File: src/rtl/mrl_pkg.sv
package mrl_pkg;
  localparam int MRL_ADDR_W = 13;
  localparam int MRL_BA_W   = 3;

  typedef enum logic [1:0] {
    TGT_MAIN = 2'd0,
    TGT_EXT1 = 2'd1,
    TGT_EXT2 = 2'd2,
    TGT_EXT3 = 2'd3
  } mrl_target_e;

  function automatic logic cas_lat_legal(input logic [2:0] cl);
    return (cl >= 3'd3) && (cl <= 3'd6);
  endfunction

  function automatic logic add_lat_legal(input logic [2:0] al);
    return al <= 3'd5;
  endfunction
endpackage

File: src/rtl/mrl_wr_calc.sv
module mrl_wr_calc #(
  parameter int TCK_PS = 2500,
  parameter int TWR_W  = 16
) (
  input  logic [TWR_W-1:0] twr_ps,
  output logic [2:0]       wr_code,
  output logic             wr_ok
);
  localparam int SUM_W = TWR_W + 1;
  localparam logic [SUM_W-1:0] ROUND_UP = SUM_W'(TCK_PS - 1);
  localparam logic [SUM_W-1:0] DIVISOR  = SUM_W'(TCK_PS);

  logic [SUM_W-1:0] padded;
  logic [SUM_W-1:0] cycles;
  logic [SUM_W-1:0] cycles_eff;

  always_comb begin
    padded     = {1'b0, twr_ps} + ROUND_UP;
    cycles     = padded / DIVISOR;
    cycles_eff = (cycles < SUM_W'(2)) ? SUM_W'(2) : cycles;
    wr_ok      = cycles_eff <= SUM_W'(8);
    wr_code    = wr_ok ? 3'(cycles_eff - SUM_W'(1)) : 3'd0;
  end
endmodule

File: src/rtl/mrl_field_pack.sv
module mrl_field_pack
  import mrl_pkg::*;
#(
  parameter int TCK_PS = 2500,
  parameter int TWR_W  = 16
) (
  input  logic [1:0]            target,
  input  logic                  burst8,
  input  logic                  interleave,
  input  logic [2:0]            cas_lat,
  input  logic [TWR_W-1:0]      twr_ps,
  input  logic                  dll_reset,
  input  logic                  slow_exit,
  input  logic                  test_mode,
  input  logic                  dll_disable,
  input  logic                  reduced_drive,
  input  logic [1:0]            odt,
  input  logic [2:0]            add_lat,
  input  logic [2:0]            ocd,
  input  logic                  dqs_disable,
  input  logic [MRL_ADDR_W-1:0] ext_data,
  output logic [MRL_BA_W-1:0]   ba,
  output logic [MRL_ADDR_W-1:0] addr,
  output logic                  legal
);
  logic [2:0] wr_code;
  logic       wr_ok;
  mrl_target_e tgt;

  mrl_wr_calc #(.TCK_PS(TCK_PS), .TWR_W(TWR_W)) u_wr (
    .twr_ps (twr_ps),
    .wr_code(wr_code),
    .wr_ok  (wr_ok)
  );

  assign tgt = mrl_target_e'(target);
  assign ba  = {1'b0, target};

  always_comb begin
    addr  = '0;
    legal = 1'b1;
    unique case (tgt)
      TGT_MAIN: begin
        addr  = {slow_exit, wr_code, dll_reset, 1'b0, cas_lat, interleave,
                 1'b0, 1'b1, burst8};
        legal = cas_lat_legal(cas_lat) && !test_mode && wr_ok;
      end
      TGT_EXT1: begin
        addr  = {2'b00, dqs_disable, ocd, odt[1], add_lat, odt[0],
                 reduced_drive, dll_disable};
        legal = add_lat_legal(add_lat);
      end
      default: begin
        addr  = ext_data;
        legal = 1'b1;
      end
    endcase
  end
endmodule

File: src/rtl/mrl_cmd_issue.sv
module mrl_cmd_issue
  import mrl_pkg::*;
#(
  parameter int TMRD = 2
) (
  input  logic                  clk,
  input  logic                  rst_n,
  input  logic                  fire,
  input  logic                  reject,
  input  logic [MRL_BA_W-1:0]   ba_in,
  input  logic [MRL_ADDR_W-1:0] addr_in,
  output logic                  cs_n,
  output logic                  ras_n,
  output logic                  cas_n,
  output logic                  we_n,
  output logic [MRL_BA_W-1:0]   ba,
  output logic [MRL_ADDR_W-1:0] addr,
  output logic                  busy,
  output logic                  done,
  output logic                  err
);
  localparam int CNT_W = $clog2(TMRD + 1);
  localparam logic [CNT_W-1:0] LOAD = CNT_W'(TMRD - 1);

  logic             cmd_on;
  logic [CNT_W-1:0] wait_cnt;
  logic [CNT_W-1:0] gap;

  always_ff @(posedge clk or negedge rst_n) begin
    if (!rst_n) begin
      cmd_on   <= 1'b0;
      ba       <= '0;
      addr     <= '0;
      wait_cnt <= '0;
      done     <= 1'b0;
      err      <= 1'b0;
    end else begin
      cmd_on <= fire;
      err    <= reject;
      done   <= (wait_cnt == CNT_W'(1));
      if (fire) begin
        ba       <= ba_in;
        addr     <= addr_in;
        wait_cnt <= LOAD;
      end else if (wait_cnt != '0) begin
        wait_cnt <= wait_cnt - CNT_W'(1);
      end
    end
  end

  assign busy  = wait_cnt != '0;
  assign cs_n  = 1'b0;
  assign ras_n = !cmd_on;
  assign cas_n = !cmd_on;
  assign we_n  = !cmd_on;

  // cycles since the previous command, saturating at TMRD
  always_ff @(posedge clk or negedge rst_n) begin
    if (!rst_n)                 gap <= CNT_W'(TMRD);
    else if (cmd_on)            gap <= CNT_W'(1);
    else if (gap < CNT_W'(TMRD)) gap <= gap + CNT_W'(1);
  end

  a_r10_cmd_spacing: assert property (@(posedge clk) disable iff (!rst_n)
    cmd_on |-> (gap >= CNT_W'(TMRD)));
  a_r2_single_cycle: assert property (@(posedge clk) disable iff (!rst_n)
    cmd_on |=> !cmd_on);
  a_r10_busy_on_cmd: assert property (@(posedge clk) disable iff (!rst_n)
    cmd_on |-> busy);
  a_r10_done_pulse: assert property (@(posedge clk) disable iff (!rst_n)
    done |=> !done);
  a_r9_err_no_cmd: assert property (@(posedge clk) disable iff (!rst_n)
    err |-> (!cmd_on && !busy));
endmodule

File: src/rtl/ddr2_modereg_loader.sv
module ddr2_modereg_loader
  import mrl_pkg::*;
#(
  parameter int TCK_PS = 2500,
  parameter int TMRD   = 2,
  parameter int TWR_W  = 16
) (
  input  logic                  clk,
  input  logic                  rst_n,
  input  logic                  req_valid,
  output logic                  req_ready,
  input  logic [1:0]            req_target,
  input  logic                  req_burst8,
  input  logic                  req_interleave,
  input  logic [2:0]            req_cas_lat,
  input  logic [TWR_W-1:0]      req_twr_ps,
  input  logic                  req_dll_reset,
  input  logic                  req_slow_exit,
  input  logic                  req_test_mode,
  input  logic                  req_dll_disable,
  input  logic                  req_reduced_drive,
  input  logic [1:0]            req_odt,
  input  logic [2:0]            req_add_lat,
  input  logic [2:0]            req_ocd,
  input  logic                  req_dqs_disable,
  input  logic [12:0]           req_ext_data,
  input  logic                  banks_idle,
  input  logic                  cke,
  output logic                  cmd_cs_n,
  output logic                  cmd_ras_n,
  output logic                  cmd_cas_n,
  output logic                  cmd_we_n,
  output logic [2:0]            cmd_ba,
  output logic [12:0]           cmd_addr,
  output logic                  busy,
  output logic                  done,
  output logic                  err
);
  logic [MRL_BA_W-1:0]   pk_ba;
  logic [MRL_ADDR_W-1:0] pk_addr;
  logic                  pk_legal;
  logic                  accept;

  mrl_field_pack #(.TCK_PS(TCK_PS), .TWR_W(TWR_W)) u_pack (
    .target       (req_target),
    .burst8       (req_burst8),
    .interleave   (req_interleave),
    .cas_lat      (req_cas_lat),
    .twr_ps       (req_twr_ps),
    .dll_reset    (req_dll_reset),
    .slow_exit    (req_slow_exit),
    .test_mode    (req_test_mode),
    .dll_disable  (req_dll_disable),
    .reduced_drive(req_reduced_drive),
    .odt          (req_odt),
    .add_lat      (req_add_lat),
    .ocd          (req_ocd),
    .dqs_disable  (req_dqs_disable),
    .ext_data     (req_ext_data),
    .ba           (pk_ba),
    .addr         (pk_addr),
    .legal        (pk_legal)
  );

  assign req_ready = !busy && banks_idle && cke;
  assign accept    = req_valid && req_ready;

  mrl_cmd_issue #(.TMRD(TMRD)) u_issue (
    .clk    (clk),
    .rst_n  (rst_n),
    .fire   (accept && pk_legal),
    .reject (accept && !pk_legal),
    .ba_in  (pk_ba),
    .addr_in(pk_addr),
    .cs_n   (cmd_cs_n),
    .ras_n  (cmd_ras_n),
    .cas_n  (cmd_cas_n),
    .we_n   (cmd_we_n),
    .ba     (cmd_ba),
    .addr   (cmd_addr),
    .busy   (busy),
    .done   (done),
    .err    (err)
  );

  a_r2_legal_issues: assert property (@(posedge clk) disable iff (!rst_n)
    (accept && pk_legal) |=> (!cmd_ras_n && !cmd_cas_n && !cmd_we_n));
  a_r9_illegal_drops: assert property (@(posedge clk) disable iff (!rst_n)
    (accept && !pk_legal) |=> (cmd_ras_n && err));
  a_r1_no_cmd_without_cke: assert property (@(posedge clk) disable iff (!rst_n)
    !cke |=> cmd_ras_n);
  a_r4_test_bit_low: assert property (@(posedge clk) disable iff (!rst_n)
    (!cmd_ras_n && cmd_ba[1:0] == 2'd0) |-> !cmd_addr[7]);
  a_r3_ba2_low: assert property (@(posedge clk) disable iff (!rst_n)
    !cmd_ras_n |-> !cmd_ba[2]);
endmodule

File: config.mk
export PLATFORM = sky130hd
export DESIGN_NAME = ddr2_modereg_loader
export DESIGN_NICKNAME = d
export VERILOG_FILES = /design/src/rtl/mrl_pkg.sv /design/src/rtl/mrl_wr_calc.sv /design/src/rtl/mrl_field_pack.sv /design/src/rtl/mrl_cmd_issue.sv /design/src/rtl/ddr2_modereg_loader.sv
export SDC_FILE = /design/constraint.sdc
export NUM_CORES = 1
export LEC_CHECK = 0
export ABC_CLOCK_PERIOD_IN_PS = 2250
export BUFFER_PORTS_ARGS = -buffer_cell sky130_fd_sc_hd__buf_2
export CAP_MARGIN = 10
export CORE_ASPECT_RATIO = 0.8
export CORE_MARGIN = 3
export CORE_UTILIZATION = 56
export CTS_BUF_LIST = sky130_fd_sc_hd__clkbuf_16
export DETAILED_ROUTE_END_ITERATION = 8
export GPL_ROUTABILITY_DRIVEN = 0
export GPL_TIMING_DRIVEN = 0
export PLACE_DENSITY = 0.9
export SLEW_MARGIN = 25
export SYNTH_ARGS = -nofsm -noshare
export SYNTH_HDL_FRONTEND = slang
export SYNTH_SLANG_ARGS = --single-unit
File: constraint.sdc
create_clock -name clk -period 2.25 [get_ports clk]
set_input_delay 0.1125 -clock clk [delete_from_list [all_inputs] [get_ports clk]]
set_output_delay 0.1125 -clock clk [all_outputs]
set_load 0.02 [all_outputs]
==> results by group, run 1 <==
Clocking
  • Htree depth: 1
  • CTS Sinks: 20
  • TritonCTS buffer count: 3
  • Clock Path Buffers: 2
  • Clock root buffer: clkbuf_16

Run status
  • Stop Error: [ERROR GRT-0232] Routing congestion too high. Check the congestion heatmap in the GUI.
  • Status: aborted with a tool error
  • Stop stage: global routing (5_1_grt)

Synthesis
  • YS warnings: 0
  • Post-synth EDFFs: 0
  • Seq/Total Area, Yosys: 14.7%
  • Compound-Gate Fraction of Synth Area: 36.4%
  • Largest family of logic cells by synthesized area: compound AO/OA/AOI/OAI gates
  • Ys flop type: dfrtp_1
  • Post-synthesis simple-gate area fraction: around 27%
  • Adder-cell share of the synthesized area: between 1.5 and 2%
  • Xor/xnor share of the synthesized area: 8.99%
  • Post-synth cell types: 95
  • Post-Syn Area: 3400 um2
  • Multiplexer share of the synthesized area: 5.05%
  • Synth Register Bits: 20
  • Post-synthesis cell count: 442
  • Synth async-reset ratio: 100%
  • Mean Syn Cell Area: a little under 8 um2

Die
  • Number of I/O pins: 79
  • Chip height: 75.7 um
  • Starting Density: 60.2%
  • Die width: ~93 um
  • Site Rows: 24

Timing
  • Last worst endpoint in the global-route repair_timing: u_issue.addr[9]$_DFFE_PN0P_/D
  • Worst_ep kind: register input

Place
  • HPWL Detailed: 8320 um
  • Placed Instances: between 500 and 600
  • Placement Setup Slack: -5.41 ns
  • IO buf count: 70
  • Cell Area, Placed: between 3000 and 4000 um2

GRT
  • Grt total ovfl: 537
  • GRT Total Usage: 93.9%
  • Largest net degree at the start of global routing: 21
## Yosys cell counts, types with 5 or more instances
library cell	number	area share (%)
a211oi_1	11	2.4
a21oi_1	22	3.2
a22oi_1	5	1.1
and2_1	6	1.1
and3_1	8	1.5
buf_4	5	1.1
clkbuf_1	12	1.3
dfrtp_1	20	15
ha_1	5	1.8
inv_1	18	2.0
mux2i_1	9	2.7
nand2_1	45	5.0
nand3_1	15	2.2
nor2_1	40	4.4
nor3_1	12	1.8
nor4_1	9	1.7
o211ai_1	7	1.5
o21ai_0	25	3.7
xnor2_1	23	5.9
xor2_1	10	2.6
## metal layers
layer / track usage [%] / GRT overflow
met5: 37.5 / 3
met4: 121 / 187
met3: 68.1 / 7
met2: 122 / 333
met1: 83.2 / 7
## logic make-up after synthesis
logic type,count (synthesis)
mux,15
other cells,1
buf+inv,42
xor+xnor,34
simple gates,172
flops,20
compound gates,153
fa+ha+maj,5
## what timing repair did
action	in CTS
resized for setup	119
endpoints found under the hold margin	20
setup buffers	47
endpoints found under the setup margin	19
pin swaps	46
hold buffers	1
## stage by stage
stage	hold slack, ns	TNS [ns]
2_1_floorplan	-0.183	-74.18
3_3_place_gp	0.0784	-94.57
3_5_place_dp	0.0762	-99.36
4_1_cts	0.131	-73.16
==> inputs of run 2 (changes only) <==
--- a/config.mk
+++ b/config.mk
@@ -8,14 +8,12 @@
 export ABC_CLOCK_PERIOD_IN_PS = 2250
 export BUFFER_PORTS_ARGS = -buffer_cell sky130_fd_sc_hd__buf_2
 export CAP_MARGIN = 10
-export CORE_ASPECT_RATIO = 0.8
 export CORE_MARGIN = 3
-export CORE_UTILIZATION = 56
-export CTS_BUF_LIST = sky130_fd_sc_hd__clkbuf_16
+export CORE_UTILIZATION = 40
 export DETAILED_ROUTE_END_ITERATION = 8
 export GPL_ROUTABILITY_DRIVEN = 0
 export GPL_TIMING_DRIVEN = 0
-export PLACE_DENSITY = 0.9
+export PLACE_DENSITY_LB_ADDON = 0.15
 export SLEW_MARGIN = 25
 export SYNTH_ARGS = -nofsm -noshare
 export SYNTH_HDL_FRONTEND = slang
==> run 2 against run 1 <==
Compared with the run above:
- the flow now finishes, with violations (negative setup slack)
- synthesized cell count did not move
- synthesized area did not move
==> results by group, run 2 <==
Run status
  • Status: finished, violations left
  • Failing checks: negative setup slack

Timing
  • Slew @ Worst Pin: approximately 0.70 ns
  • Final setup fails: 19
  • Fin Hold WS: 0.0907 ns
  • Worst Skew: 0.000646 ns
  • Slew HR: 53.0%
  • Fin crit share: 278%
  • Hold Violations, Final: 0
  • Slew Viols, Final: 0
  • Max Fclk: 160 MHz
  • Final WS setup: -4.01 ns
  • Unrepaired setup endpoints after global routing: true
  • Fin crit period: 6.26 ns
  • Setup TNS: -74.38 ns

Worst hold path
  • Hold_sp: req_valid
  • Hold Crit Class: primary input to flop
  • Hold EP: u_issue.err
  • Hold Path Depth: 3

Die
  • Die width: 98.2 um (+5.5%)
  • Starting Density: 42.6% (-18 points)
  • Chip height: 98.2 um (+30%)
  • Die area: 9630 um2
  • Number of I/O pins: 79 (unchanged)
  • Core region area: 7970 um2
  • Site Rows: 32 (+33%)

Worst setup path
  • R2r endpoint: u_issue.addr[9]
  • CP Data Arrival Time: 6.41 ns
  • Startpoint Class: primary input
  • CP endpoint kind: flop
  • Crit path max-delay family: compound AO/OA/AOI/OAI gates
  • Max incr delay on CP: around 0.44 ns
  • Setup slack, reg-to-reg: around 0.55 ns
  • Slowest cell on crit path: a2111o_1
  • Worst path required time: approximately 2.4 ns
  • Worst Path Buf+Inv: 3
  • Reg2Reg Depth: 7
  • Worst R2R Start: u_issue.wait_cnt[0]
  • Crit Path Category: primary input to flop
  • Crit-path max FO: 8

Synthesis
  • Most numerous cell in the Yosys netlist: nand2_1
  • Yosys top cell area share: 14.7% (unchanged)
  • Synth async-reset ratio: 100% (unchanged)
  • Post-synth cell types: 95 (unchanged)
  • Ys flop type: dfrtp_1
  • Post-synthesis cell count: 442 (unchanged)
  • Leading post-synthesis cells by cell area: dfrtp_1, xnor2_1, nand2_1
  • Seq/Total Area, Yosys: 14.7% (unchanged)
  • Post-synth EDFFs: 0 (unchanged)
  • Mean Syn Cell Area: 7.69 um2 (unchanged)
  • Synth Register Bits: 20 (unchanged)
  • YS warnings: 0 (unchanged)
  • Post-synth top cells: nand2_1, nor2_1, o21ai_0
  • Cell accounting for the most synthesized area: dfrtp_1
  • Post-Syn Area: 3400 um2 (unchanged)

Pwr
  • VDD IR max: 360 uV
  • Pleak: 2.11 nW
  • Combinational power share: ~77%
  • Net Sw Power: 1.74 mW
  • Clock power frac: 6.6%
  • Pwr Density: 676 nW/um2
  • Seq pwr share: between 10% and 20%
  • Internal: around 1.8 mW
  • Switching share of power: 48.8%

GRT
  • Grt total ovfl: 0
  • Initial antenna violation count: 0
  • Via count of the first global-routing pass: between 3000 and 4000
  • Largest net degree at the start of global routing: 21
  • Global-route wire length before repair: 19000 um
  • GRT Total Usage: 23.1%

Place
  • Placed Instances: 615 (+4.1%)
  • HPWL Detailed: 8260 um (-0.75%)
  • Cell Area, Placed: 4020 um2 (+0.75%)
  • IO buf count: 70 (unchanged)

Detailed routing
  • Final ANT Viol Nets: 0
  • Number of vias per cell: 6.23
  • Drt first pass iters: 5
  • Routed len/inst: 17.7 um
  • DR vias: 4185
  • DRT iter0 DRCs: 190
  • DRC: 0
  • Final wirelength: 11900 um

Clocking
  • Clock latency on the worst-skew pair: 0.26 ns
  • Clock Path Buffers: 2 (unchanged)
  • Htree depth: 1 (unchanged)
  • CTS Sinks: 20 (unchanged)
  • Clock root buffer: clkbuf_8
  • TritonCTS buffer count: 3 (unchanged)
  • CTS tree: yes
  • Worst-path clk slew: roughly 0.07 ns

Final layout
  • Antenna diode count: 0
  • Top flop regs: u_issue.addr: 13 flops, u_issue.ba: 2 flops, u_issue.wait_cnt: 2 flops
  • Share of layout cells above drive strength 1: 46.1%
  • Reg with most FFs: u_issue.addr
  • Max reg flops: 13
  • Nets@finish: 632
  • Commonest non-fill, non-tap cell in the layout: buf_2
  • Non-filler cells, final: 672
  • Leading cell types in the layout, fill and taps excluded: buf_2, buf_4, nand2_1
  • Synth-to-Final Area Change: 55.7%
  • Finished Cell Area: 5290 um2

Flow run
  • Max Cap Viol: 0
==> run 2: cell counts after synthesis <==
Identical to the previous run, type by type.
==> run 2: cell families after synthesis <==
kind of cell | count (synthesis) | synth area share, %
and+or+nand+nor | 172 | 27.1
AOI/OAI and AO/OA | 153 | 36.4
buffers and inverters | 42 | 5.78
xor gates and xnor gates | 34 | 8.99
DFF | 20 | 14.7
muxes | 15 | 5.05
adders and majority gates | 5 | 1.84
other | 1 | 0.110
==> run 2: metal layers <==
metal | wire length [um] | GRT usage (%) | up-vias | share of wire [%]
li1 | - | - | 1954 | -
met1 | 5060 | 30.9 | 2010 | 42
met2 | 5760 | 40.2 | 201 | 48
met3 | 924 | 2.64 | 20 | 7.8
met4 | 178 | 5.25 | 0 | 1.5
met5 | 0 | 0 | - | 0
==> run 2: tightest hold or removal path, stage by stage <==
cell	delay, ns
buf_2	0.12
nand2_1	0.05
nor2_1	0.03
==> run 2: worst max path at each step <==
stage / from / cells after the start / slack (ns) / end
finish: req_twr_ps[1] / 28 / -4.01 / u_issue.ba[0]
floorplan: req_twr_ps[2] / 29 / -3.99 / u_issue.addr[9]
CTS: req_twr_ps[1] / 29 / -3.94 / u_issue.ba[0]
global placement: req_twr_ps[0] / 30 / -5.21 / u_issue.addr[5]
global route: req_twr_ps[1] / 31 / -4.23 / u_issue.addr[9]
detailed placement: req_twr_ps[0] / 30 / -5.28 / u_issue.addr[5]
==> run 2: power by group through the flow <==
stage	sequential (mW)	combinational [mW]	clock, mW
after global placement	0.600	2.15	0
after floorplan	0.780	1.47	0
final	0.603	2.74	0.237
after global routing	0.628	2.98	0.251
after detailed placement	0.606	2.18	0
after CTS	0.599	2.54	0.241
==> run 2: what timing repair did <==
action                                 CTS  global route
endpoints found under the hold margin   20             0
pin swaps                               47            17
setup endpoints to repair               19            19
hold buffers                             1             0
cloned                                   0             2
resized for setup                      108            46
buffers inserted                        43            14
==> run 2: area by class of cell <==
type	count	area [um2]
inverter	18	80.1
multi-input combinational	381	3490
fill	619	2680
clock buffer	3	41.3
timing repair buffer	129	898
tap	102	128
buffer	19	149
sequential	20	500
==> run 2: per-stage QoR <==
step	setup WS (ns)	util, %	power (mW)
2_1_floorplan	-3.99	-	2.25
3_3_place_gp	-5.21	50.5	2.75
3_5_place_dp	-5.28	50.5	2.79
4_1_cts	-3.94	61.6	3.38
5_1_grt	-4.23	66.4	3.85
6_report	-4.01	66.4	3.58
Power figures use the tool's default switching activity.
==> inputs of run 3 (changes only) <==
--- a/config.mk
+++ b/config.mk
@@ -9,7 +9,7 @@
 export BUFFER_PORTS_ARGS = -buffer_cell sky130_fd_sc_hd__buf_2
 export CAP_MARGIN = 10
 export CORE_MARGIN = 3
-export CORE_UTILIZATION = 40
+export CORE_UTILIZATION = 30
 export DETAILED_ROUTE_END_ITERATION = 8
 export GPL_ROUTABILITY_DRIVEN = 0
 export GPL_TIMING_DRIVEN = 0
==> run 3 against run 2 <==
Compared with the run above:
- final cell count rose by 8.3%
- via count fell by 0.24%
- power rose by 13%
- critical path depth rose by 1
- fmax fell by 0.47%
- combinational power rose by 9.5%
- the flow still finishes with violations (negative setup slack)
- largest cell class unchanged
- non-clock buffer count rose by 17
- routed wire length rose by 5.8%
- clock skew rose by 0.00079 ns
- sequential power rose by 5.5%
==> results by group, run 3 (same netlist as run 2, synthesis figures left out) <==
Timing
  • Hold Violations, Final: 0 (unchanged)
  • Worst Skew: 0.00143 ns (+0.000785 ns)
  • Fin crit period: 6.29 ns (+0.0296 ns)
  • Slew Viols, Final: 0 (unchanged)
  • Slew HR: 49.8% (-3.3 points)
  • Slew @ Worst Pin: 0.748 ns (+0.0484 ns)
  • Fin crit share: 279% (+1.3 points)
  • Final WS setup: -4.04 ns (-0.0296 ns)
  • Unrepaired setup endpoints after global routing: true
  • Fin Hold WS: 0.112 ns (+0.0213 ns)
  • Final setup fails: 19 (unchanged)
  • Max Fclk: 159 MHz (-0.47%)

Clocking
  • Htree depth: 1 (unchanged)
  • Clock latency on the worst-skew pair: 0.25 ns (about the same)
  • Worst-path clk slew: 0.06 ns (about the same)
  • Clock Path Buffers: 2 (unchanged)
  • CTS Sinks: 20 (unchanged)
  • Clock root buffer: clkbuf_16
  • CTS tree: yes
  • TritonCTS buffer count: 3 (unchanged)

GRT
  • GRT Total Usage: 17.8% (-5.4 points)
  • Global-route wire length before repair: 19100 um (+0.43%)
  • Grt total ovfl: 0 (unchanged)
  • Initial antenna violation count: 0 (unchanged)
  • Via count of the first global-routing pass: 3916 (-0.68%)
  • Largest net degree at the start of global routing: 21 (unchanged)

Detailed routing
  • Final wirelength: 12600 um (+5.8%)
  • Met2 wire length: 5950 um (+3.4%)
  • Final ANT Viol Nets: 0 (unchanged)
  • Number of vias per cell: 5.73 (-7.9%)
  • Routed len/inst: 17.3 um (-2.3%)
  • Wire length on met1: 5560 um (+10%)
  • DRT iter0 DRCs: 375 (+97%)
  • Highest metal used: met4
  • DR vias: 4175 (-0.24%)
  • DRC: 0 (unchanged)
  • Met3 wire length: 934 um (+1.1%)
  • Drt first pass iters: 6 (+1)

Die
  • Number of I/O pins: 79 (unchanged)
  • Die width: 112 um (+15%)
  • Site Rows: 38 (+19%)
  • Die area: 12600 um2 (+31%)
  • Core region area: 10900 um2 (+37%)
  • Starting Density: 31.1% (-12 points)
  • Chip height: 112 um (+15%)

Worst setup path
  • R2r endpoint: u_issue.addr[9]
  • Worst Path Buf+Inv: 5 (+2)
  • Worst R2R Start: u_issue.wait_cnt[0]
  • Reg2Reg Depth: 7 (unchanged)
  • Slowest cell on crit path: a2111o_1
  • Crit Path Category: primary input to flop
  • Crit-path max FO: 7 (-1)
  • CP Data Arrival Time: 6.43 ns (+0.02 ns)
  • CP most frequent cell: buf_12
  • Worst path required time: 2.39 ns (about the same)
  • Max incr delay on CP: 0.44 ns (about the same)
  • Crit path max-delay family: compound AO/OA/AOI/OAI gates
  • Setup slack, reg-to-reg: 0.57 ns (+0.02 ns)
  • Startpoint Class: primary input
  • CP endpoint kind: flop

Final layout
  • Core Util, Final: 52.4% (-14 points)
  • Commonest non-fill, non-tap cell in the layout: buf_4
  • Filler instances: 993 (+60%)
  • Share of layout cells above drive strength 1: 53.2% (+7.1 points)
  • Antenna diode count: 0 (unchanged)
  • Nets@finish: 649 (+2.7%)
  • Synth-to-Final Area Change: 68.7%
  • Leading cell types in the layout, fill and taps excluded: buf_4, buf_2, nor2_1
  • Max reg flops: 13 (unchanged)
  • Reg with most FFs: u_issue.addr
  • Top flop regs: u_issue.addr: 13 flops, u_issue.ba: 2 flops, u_issue.wait_cnt: 2 flops
  • Finished Cell Area: 5730 um2 (+8.4%)

Pwr
  • Total power draw: 4.04 mW (+13%)
  • Pleak: 2.28 nW (+8.0%)
  • VDD IR max: 442 uV (+23%)
  • Pwr Density: 705 nW/um2 (+4.2%)

Run status
  • Status: finished, violations left
  • Failing checks: negative setup slack

Flow run
  • Max Cap Viol: 0 (unchanged)

Place
  • IO buf count: 70 (unchanged)
  • Cell Area, Placed: 4070 um2 (+1.2%)
  • HPWL Detailed: 8640 um (+4.6%)

Worst hold path
  • Hold Path Depth: 3 (unchanged)
  • Hold_sp: req_valid
  • Hold Crit Class: primary input to flop
  • Hold EP: u_issue.err
-- run 3: cell count changes in the layout (fill, tap and decap cells not counted), moves of 3 or more --
cell and change:
nand2_2 +9, xor2_1 -4, o21ai_2 +9, buf_4 +12, clkbuf_16 +5, buf_8 +3
nand2_1 -13, xnor2_2 +3, nand2_4 +4, xor2_2 +4, o21ai_0 -11
-- run 3: where the power goes --
| group | switching [mW] | internal [mW] | leakage, nW |
|---|---|---|---|
| Sequential | 0.114 | 0.522 | 0.257 |
| Combinational | 1.62 | 1.37 | 1.98 |
| Clock | 0.135 | 0.271 | 0.0442 |
-- run 3: routing by layer --
metal | vias to the layer above | global-route usage, %
met4 | 0 | 4.57
met3 | 15 | 2.26
met5 | - | 0
li1 | 1990 | -
met2 | 183 | 29.3
met1 | 1987 | 24.7
-- run 3: layout make-up --
type,count,area [um2],area share (%)
multi-input cells,381,3640,63.4
repair buffers,146,1080,18.9
flip-flops and latches,20,500,8.73
well taps,140,175,3.06
plain buffers,19,168,2.93
clock buffers,4,88.8,1.55
inverters,18,77.6,1.35
-- run 3: per-stage QoR --
stage / instances / setup WS, ns / setup TNS [ns]
2_1_floorplan: 443 / -3.99 / -74.18
3_3_place_gp: 653 / -5.38 / -99.13
3_5_place_dp: 653 / -5.33 / -98.07
4_1_cts: 697 / -3.91 / -72.20
5_1_grt: 728 / -4.26 / -78.56
6_report: 728 / -4.04 / -74.37
-- run 3: what timing repair did --
action                                  in CTS  in global routing
endpoints found under the setup margin      19                 19
gates cloned                                 1                  2
hold buffers                                 1                  0
buffers inserted                            42                 31
hold endpoints to repair                    20                  0
resized for setup                          112                 99
pin swaps                                   52                 43
-- run 3: worst max path at each step --
stage | cells after the start | from | slack, ns | endpoint
floorplan | 29 | req_twr_ps[2] | -3.99 | u_issue.addr[9]
global placement | 30 | req_twr_ps[0] | -5.38 | u_issue.addr[6]
detailed placement | 30 | req_twr_ps[0] | -5.33 | u_issue.addr[7]
CTS | 28 | req_twr_ps[9] | -3.91 | u_issue.addr[9]
global route | 30 | req_twr_ps[0] | -4.26 | u_issue.addr[9]
finish | 29 | req_twr_ps[1] | -4.04 | u_issue.ba[0]
-- run 3: worst register-to-register path, stage by stage (launching register included) --
cell,delay [ns]
dfrtp_1,0.40
inv_1,0.07
ha_1,0.20
and3_1,0.25
nand3_4,0.14
inv_4,0.10
mux2i_1,0.19
a21bo_1,0.22
